`src/rtl/eaf_pkg.sv`:
```
package eaf_pkg;
    localparam int BYTE_W     = 8;
    localparam int ADDR_BYTES = 6;
    localparam int ADDR_W     = ADDR_BYTES * BYTE_W;
    localparam int HASH_W     = 6;
    localparam int TABLE_N    = 1 << HASH_W;
    localparam int CRC_W      = 32;
    localparam logic [CRC_W-1:0] CRC_POLY = 32'h04C1_1DB7;
    localparam int CNT_W      = $clog2(ADDR_BYTES + 1);

    typedef enum logic [1:0] {
        ST_IDLE = 2'd0,
        ST_ADDR = 2'd1,
        ST_HELD = 2'd2
    } flt_state_t;

    typedef struct packed {
        logic [ADDR_W-1:0]  station;
        logic [TABLE_N-1:0] ind_tbl;
        logic [TABLE_N-1:0] grp_tbl;
        logic               bcast_rej;
        logic               promisc;
    } flt_cfg_t;
endpackage

```
`src/rtl/eaf_crc_byte.sv`:
```
module eaf_crc_byte #(
    parameter int CRC_W = 32,
    parameter int DATA_W = 8,
    parameter logic [CRC_W-1:0] POLY = 32'h04C1_1DB7
) (
    input  logic [CRC_W-1:0]  crc_in,
    input  logic [DATA_W-1:0] data,
    output logic [CRC_W-1:0]  crc_out
);
    always_comb begin
        logic [CRC_W-1:0] acc;
        logic fb;
        acc = crc_in;
        for (int b = 0; b < DATA_W; b++) begin
            fb  = acc[CRC_W-1] ^ data[b];
            acc = {acc[CRC_W-2:0], 1'b0};
            if (fb) acc = acc ^ POLY;
        end
        crc_out = acc;
    end
endmodule

```
`src/rtl/eaf_addr_capture.sv`:
```
module eaf_addr_capture
    import eaf_pkg::*;
(
    input  logic              clk,
    input  logic              rst_n,
    input  logic              restart,
    input  logic              take,
    input  logic [BYTE_W-1:0] data,
    output logic [ADDR_W-1:0] addr_nx,
    output logic [HASH_W-1:0] hash_nx,
    output logic [CNT_W-1:0]  cnt_nx
);
    logic [ADDR_W-1:0] addr_q;
    logic [CRC_W-1:0]  crc_q;
    logic [CNT_W-1:0]  cnt_q;
    logic [CRC_W-1:0]  crc_seed;
    logic [CRC_W-1:0]  crc_step;
    logic              load;

    assign load     = restart | take;
    assign crc_seed = restart ? {CRC_W{1'b1}} : crc_q;

    eaf_crc_byte #(
        .CRC_W (CRC_W),
        .DATA_W(BYTE_W),
        .POLY  (CRC_POLY)
    ) u_crc (
        .crc_in (crc_seed),
        .data   (data),
        .crc_out(crc_step)
    );

    always_comb begin
        if (restart) begin
            addr_nx = {data, {(ADDR_W-BYTE_W){1'b0}}};
            cnt_nx  = CNT_W'(1);
        end else begin
            addr_nx = {data, addr_q[ADDR_W-1:BYTE_W]};
            cnt_nx  = take ? cnt_q + CNT_W'(1) : cnt_q;
        end
        hash_nx = crc_step[CRC_W-1 -: HASH_W];
    end

    always_ff @(posedge clk or negedge rst_n) begin
        if (!rst_n) begin
            addr_q <= '0;
            crc_q  <= '1;
            cnt_q  <= '0;
        end else if (load) begin
            addr_q <= addr_nx;
            crc_q  <= crc_step;
            cnt_q  <= cnt_nx;
        end
    end

    a_r7_cnt_bound: assert property (@(posedge clk) disable iff (!rst_n)
        cnt_q <= CNT_W'(ADDR_BYTES));
endmodule

```
`src/rtl/eaf_decide.sv`:
```
module eaf_decide
    import eaf_pkg::*;
(
    input  logic [ADDR_W-1:0] addr,
    input  logic [HASH_W-1:0] hash_idx,
    input  flt_cfg_t          cfg,
    output logic              accept
);
    logic is_bcast;
    logic is_grp;
    logic exact;

    assign is_bcast = &addr;
    assign is_grp   = addr[0];
    assign exact    = (addr == cfg.station);

    always_comb begin
        if (cfg.promisc)
            accept = 1'b1;
        else if (is_bcast)
            accept = ~cfg.bcast_rej;
        else if (is_grp)
            accept = cfg.grp_tbl[hash_idx];
        else
            accept = exact | cfg.ind_tbl[hash_idx];
    end
endmodule

```
`src/rtl/eth_rx_addr_filter.sv`:
```
module eth_rx_addr_filter
    import eaf_pkg::*;
(
    input  logic               clk,
    input  logic               rst_n,
    input  logic               rx_valid,
    input  logic               rx_sof,
    input  logic               rx_eof,
    input  logic [BYTE_W-1:0]  rx_data,
    input  logic [ADDR_W-1:0]  cfg_station_addr,
    input  logic [TABLE_N-1:0] cfg_ind_hash,
    input  logic [TABLE_N-1:0] cfg_grp_hash,
    input  logic               cfg_bcast_reject,
    input  logic               cfg_promisc,
    output logic               dec_valid,
    output logic               dec_accept,
    output logic               dec_discard
);
    flt_state_t        state_q, state_nx;
    flt_cfg_t          cfg_q;
    logic              sof_take;
    logic              byte_take;
    logic              finish;
    logic              early_end;
    logic              runt_q;
    logic              accept_w;
    logic [ADDR_W-1:0] addr_nx;
    logic [HASH_W-1:0] hash_nx;
    logic [CNT_W-1:0]  cnt_nx;

    assign sof_take  = rx_valid & rx_sof;
    assign byte_take = rx_valid & ~rx_sof & (state_q == ST_ADDR);
    assign early_end = rx_eof & (cnt_nx < CNT_W'(ADDR_BYTES));
    assign finish    = (sof_take | byte_take) &
                       ((cnt_nx == CNT_W'(ADDR_BYTES)) | rx_eof);

    eaf_addr_capture u_cap (
        .clk    (clk),
        .rst_n  (rst_n),
        .restart(sof_take),
        .take   (byte_take),
        .data   (rx_data),
        .addr_nx(addr_nx),
        .hash_nx(hash_nx),
        .cnt_nx (cnt_nx)
    );

    eaf_decide u_dec (
        .addr    (addr_nx),
        .hash_idx(hash_nx),
        .cfg     (cfg_q),
        .accept  (accept_w)
    );

    // configuration snapshot taken on the start-of-frame byte
    always_ff @(posedge clk or negedge rst_n) begin
        if (!rst_n)
            cfg_q <= '0;
        else if (sof_take)
            cfg_q <= '{station:   cfg_station_addr,
                       ind_tbl:   cfg_ind_hash,
                       grp_tbl:   cfg_grp_hash,
                       bcast_rej: cfg_bcast_reject,
                       promisc:   cfg_promisc};
    end

    // next-state logic
    always_comb begin
        state_nx = state_q;
        unique case (state_q)
            ST_IDLE: begin
                if (finish)        state_nx = ST_HELD;
                else if (sof_take) state_nx = ST_ADDR;
            end
            ST_ADDR: begin
                if (finish)        state_nx = ST_HELD;
            end
            ST_HELD: begin
                if (finish)        state_nx = ST_HELD;
                else if (sof_take) state_nx = ST_ADDR;
            end
            default:               state_nx = ST_IDLE;
        endcase
    end

    // state register
    always_ff @(posedge clk or negedge rst_n) begin
        if (!rst_n) state_q <= ST_IDLE;
        else        state_q <= state_nx;
    end

    // output registers
    always_ff @(posedge clk or negedge rst_n) begin
        if (!rst_n) begin
            dec_valid  <= 1'b0;
            dec_accept <= 1'b0;
            runt_q     <= 1'b0;
        end else if (finish) begin
            dec_valid  <= 1'b1;
            dec_accept <= ~early_end & accept_w;
            runt_q     <= early_end;
        end else if (sof_take) begin
            dec_valid  <= 1'b0;
            dec_accept <= 1'b0;
            runt_q     <= 1'b0;
        end
    end

    assign dec_discard = dec_valid & ~dec_accept;

    a_r7_due_on_sixth: assert property (@(posedge clk) disable iff (!rst_n)
        (byte_take && cnt_nx == CNT_W'(ADDR_BYTES)) |=> dec_valid);

    a_r6_runt_reject: assert property (@(posedge clk) disable iff (!rst_n)
        ((sof_take || byte_take) && early_end) |=> (dec_valid && dec_discard));

    a_r8_hold: assert property (@(posedge clk) disable iff (!rst_n)
        (dec_valid && !sof_take) |=> (dec_valid && $stable(dec_accept)));

    a_r8_clear_on_sof: assert property (@(posedge clk) disable iff (!rst_n)
        (sof_take && !rx_eof) |=> !dec_valid);

    a_r1_promisc: assert property (@(posedge clk) disable iff (!rst_n)
        ($rose(dec_valid) && cfg_q.promisc && !runt_q) |-> dec_accept);

    a_r10_idle_quiet: assert property (@(posedge clk) disable iff (!rst_n)
        (state_q == ST_IDLE) |-> !dec_valid);
endmodule

```
`config.mk`:
```
export PLATFORM = sky130hd
export DESIGN_NAME = eth_rx_addr_filter
export DESIGN_NICKNAME = d
export VERILOG_FILES = /design/src/rtl/eaf_pkg.sv /design/src/rtl/eaf_crc_byte.sv /design/src/rtl/eaf_addr_capture.sv /design/src/rtl/eaf_decide.sv /design/src/rtl/eth_rx_addr_filter.sv
export SDC_FILE = /design/constraint.sdc
export NUM_CORES = 1
export LEC_CHECK = 0
export BUFFER_PORTS_ARGS = -buffer_cell sky130_fd_sc_hd__buf_2
export CORE_UTILIZATION = 56
export CTS_CLUSTER_SIZE = 12
export DETAILED_ROUTE_END_ITERATION = 8
export PLACE_DENSITY = 0.79
export SETUP_SLACK_MARGIN = 0.05
export SYNTH_ARGS = -nofsm -noshare
export SYNTH_HDL_FRONTEND = slang
export SYNTH_SLANG_ARGS = --single-unit
```
`constraint.sdc`:
```
create_clock -name clk -period 5.1 [get_ports clk]
set_input_delay 0.51 -clock clk [delete_from_list [all_inputs] [get_ports clk]]
set_output_delay 0.51 -clock clk [all_outputs]
set_load 0.1 [all_outputs]
```
==> impl_summary.log <==
INFO  metric power-per-cell-area = 624 nW/um^2
INFO  metric cts_sinks = 257
INFO  metric critPathTopFamily = XOR/XNOR gates
INFO  metric grt_start_max_net_pins = 194
INFO  metric critical_path_buf_inv_count = 1
INFO  metric cell_area_after_technology_mapping = 13100 sq um
INFO  metric first_pass_iters = 7
INFO  metric critical_path.reg2reg.endpoint = dec_accept
INFO  metric max_cap_viol_count = 0
INFO  metric ctsHtreeMaxLevel = 1
INFO  metric groute.usage.overall = 28.8%
INFO  metric utilization = 66.7%
INFO  metric met3_length = 2520 microns
INFO  metric worstPathRequired = 5.52 ns
INFO  metric postSynth.topFlopCell = dfrtp_1
INFO  metric grt_first_pass_wirelength = 54900 microns
INFO  metric synth-warning-count = 0
INFO  metric dr_wl_met2 = 15600 microns
INFO  metric top_layer = met5
INFO  metric critical_path.max_fanout = 30
INFO  metric design.die.area = 24100 sq um
INFO  metric antenna_found_initial = 1
INFO  metric num_vias = 11000
INFO  metric clkLatencyLatePin = 0.55 ns
INFO  metric yosys.cell_types.count = 59
INFO  metric leakage = 7.40 nW
INFO  metric placedInstanceArea = 14300 sq um
INFO  metric timing.critical_path.slowest_stage_cell = xnor3_2
INFO  metric avgRoutedWirePerCell = 17.1 microns
INFO  metric finalSetupTns = 0 ns
INFO  metric dp_worst_setup_slack = 1.21 ns
INFO  metric final_period_minus_worst_setup_slack = 3.51 ns
INFO  metric synth_sequential_area_ratio = 49.2%
INFO  metric path_cells = xnor2_1 -> nor2_2 -> xnor2_4 -> xnor3_2 -> buf_12 -> mux4_2 -> mux2i_1 -> o32ai_1 -> o32ai_2 -> a211oi_2
INFO  metric worstSetupStartpointType = flop
INFO  metric area_taken_by_flip_flops_and_latches = 6470 sq um
INFO  metric post_cts_resize_count = 0
INFO  metric initial_core_util = 57.6%
INFO  metric worst-slew-pin-transition = 1.04 ns
INFO  metric route.detailed.vias_per_inst = 5.54
INFO  metric critical_path.endpoint_type = flop
INFO  metric cts_post_setup_buffers_inserted = 0
INFO  metric mappedNetlistNets = 1702
INFO  metric post_layout_nonfiller_instances = 1988
INFO  metric antenna_left = 0
INFO  metric detail_route.wirelength = 34000 microns
INFO  metric cts_root_buf = clkbuf_16
INFO  metric io_pins = 194
INFO  metric insertedDiodeCount = 0
INFO  metric avgSynthCellArea = 8.71 sq um
INFO  metric cts-root-to-sink-buffers = 3
INFO  metric fin_worst_skew = 0.0148 ns
INFO  metric clock.fmax = 0.285 GHz
INFO  metric setup_slack = 1.59 ns
INFO  metric finalCritPeriodShare = 68.7%
INFO  metric rr_startpoint = u_cap.crc_q[24]
INFO  metric drive_gt1_share = 18.4%
INFO  metric ys_ff_latch = 257
INFO  metric power = 9.50 mW
INFO  metric grt_overflow_total = 0
INFO  metric vdd_drop_max = 0.000543 V
INFO  metric worst-r2r-setup-slack = 1.59 ns
INFO  metric multi_input_area = 6220 sq um
INFO  metric path_class = reg -> reg
INFO  metric area_grow_syn2layout = 15.9%
INFO  metric fin_area = 15200 sq um
INFO  metric drcViolationCount = 0
INFO  metric fp-row-count = 55
INFO  metric finalSetupViolations = 0
INFO  metric detailed_place_hpwl = 23600 microns
INFO  metric cp_data_arrival_time = 3.93 ns
INFO  metric max_stage_delay = 0.63 ns
INFO  metric synthArstFlopShare = 100%
INFO  metric edff_count_synth = 0
INFO  metric syn_inst = 1510
INFO  metric drt-initial-drc-count = 1118
INFO  metric hold_ws = -0.0502 ns
INFO  metric hp-class = in -> async
INFO  metric hold_viol_final = 12
INFO  metric dp.cells = 1936
INFO  metric timing.final.max_slew_violations = 0
INFO  metric clkSlewWorstSetupHoldPaths = 0.06 ns
INFO  metric tritoncts = done
INFO  metric core-area = 22800 sq um
INFO  metric final.fill_count = 1790
INFO  metric die_y_extent = 155 microns
INFO  metric tightest_slew_margin_relative_to_the_limit = 30.0%
INFO  metric grt_setup_unrepaired = false
INFO  metric die_w = 155 microns
INFO  metric port_buffers = 193
INFO  metric via_count_of_the_first_global_routing_pass = 10600
INFO  metric failed_checks = negative hold slack
INFO  metric finalWeightedCongestion = 0.934
INFO  metric r2r.worst_path.cells = 10
INFO  metric tritoncts.num_buffers = 28
INFO  metric status = complete, but fails checks
INFO  metric wl_met1 = 14800 microns
INFO  metric hold_buffers = 0
INFO  metric total_number_of_nets_in_the_final_design = 1845
## placed cells by master (no fill, tap or decap), types with 9 or more instances in the layout
| master | n |
|---|---|
| nand2_1 | 646 |
| dfrtp_1 | 225 |
| buf_2 | 192 |
| nor2_1 | 80 |
| xnor2_1 | 75 |
| a21oi_1 | 73 |
| dfstp_2 | 32 |
| clkbuf_16 | 28 |
| mux2i_1 | 25 |
| xor2_1 | 24 |
| o22ai_1 | 22 |
| o21ai_0 | 21 |
| a31oi_1 | 18 |
| nand4_1 | 17 |
| inv_1 | 15 |
| o32ai_1 | 15 |
| nor4bb_1 | 14 |
| nor3_1 | 12 |
| a22oi_1 | 11 |
| mux4_2 | 11 |
| mux4_1 | 11 |
| buf_4 | 11 |
| clkbuf_1 | 10 |
| nor4_1 | 9 |
## cell type report
cell class / instances / share of cell area (%)
tap: 313 / 2.57
clock buffer: 45 / 5.48
sequential: 257 / 42.5
timing repair buffer: 207 / 7.34
multi-input combinational: 1143 / 40.8
inverter: 16 / 0.394
clock inverter: 7 / 0.912
## cell usage after synthesis (8+ instances only)
master	count	area, sq um
clkbuf_1	74	278
a21oi_1	73	365
mux4_2	11	248
xnor2_1	76	666
dfstp_2	32	841
nor4_1	9	56.3
a22oi_1	11	82.6
o32ai_1	15	131
mux2i_1	25	250
nor3_1	12	60.1
o22ai_1	22	138
nor4bb_1	14	140
mux4_1	11	289
o21ai_0	21	105
a31oi_1	18	113
buf_2	8	40.0
nand2_1	647	2430
inv_1	15	56.3
nor2_1	80	300
xor2_1	24	210
dfrtp_1	225	5630
nand4_1	17	106
## report_power, final
group	switching, mW	total [mW]	internal, mW
clock network	0.828	2.10	1.27
registers	0.397	2.90	2.51
logic	2.43	4.50	2.07
## flip-flops by register name (all words and copies together) (netlist names)
name	count
state_q	2
u_cap.cnt_q	3
u_cap.crc_q	32
dec_valid	1
dec_accept	1
u_cap.addr_q	40
cfg_q	178
## logic make-up after synthesis
| kind of cell | after synthesis | synth area share (%) |
|---|---|---|
| simple gates | 811 | 25.1 |
| flops | 257 | 49.2 |
| compound gates | 176 | 8.24 |
| buf+inv | 110 | 3.68 |
| xor+xnor | 105 | 7.42 |
| mux | 50 | 6.24 |
| fa+ha+maj | 1 | 0.0951 |
## worst max-delay path by stage
stage                     from    endpoint  slack [ns]  cells past startpoint
2_1_floorplan         rx_valid  dec_accept        1.93                     12
3_3_place_gp          rx_valid  dec_accept        1.31                     12
3_5_place_dp          rx_valid  dec_accept        1.21                     12
4_1_cts        u_cap.crc_q[28]  dec_accept        1.58                     10
5_1_grt        u_cap.crc_q[30]  dec_accept        1.41                     11
6_report       u_cap.crc_q[24]  dec_accept        1.59                     10
## layer usage
| layer | GRT usage (%) | up-vias |
|---|---|---|
| li1 | - | 5263 |
| met1 | 41.8 | 5230 |
| met2 | 44.6 | 438 |
| met3 | 4.15 | 72 |
| met4 | 10.2 | 2 |
| met5 | 0 | - |
Power figures use the tool's default switching activity.
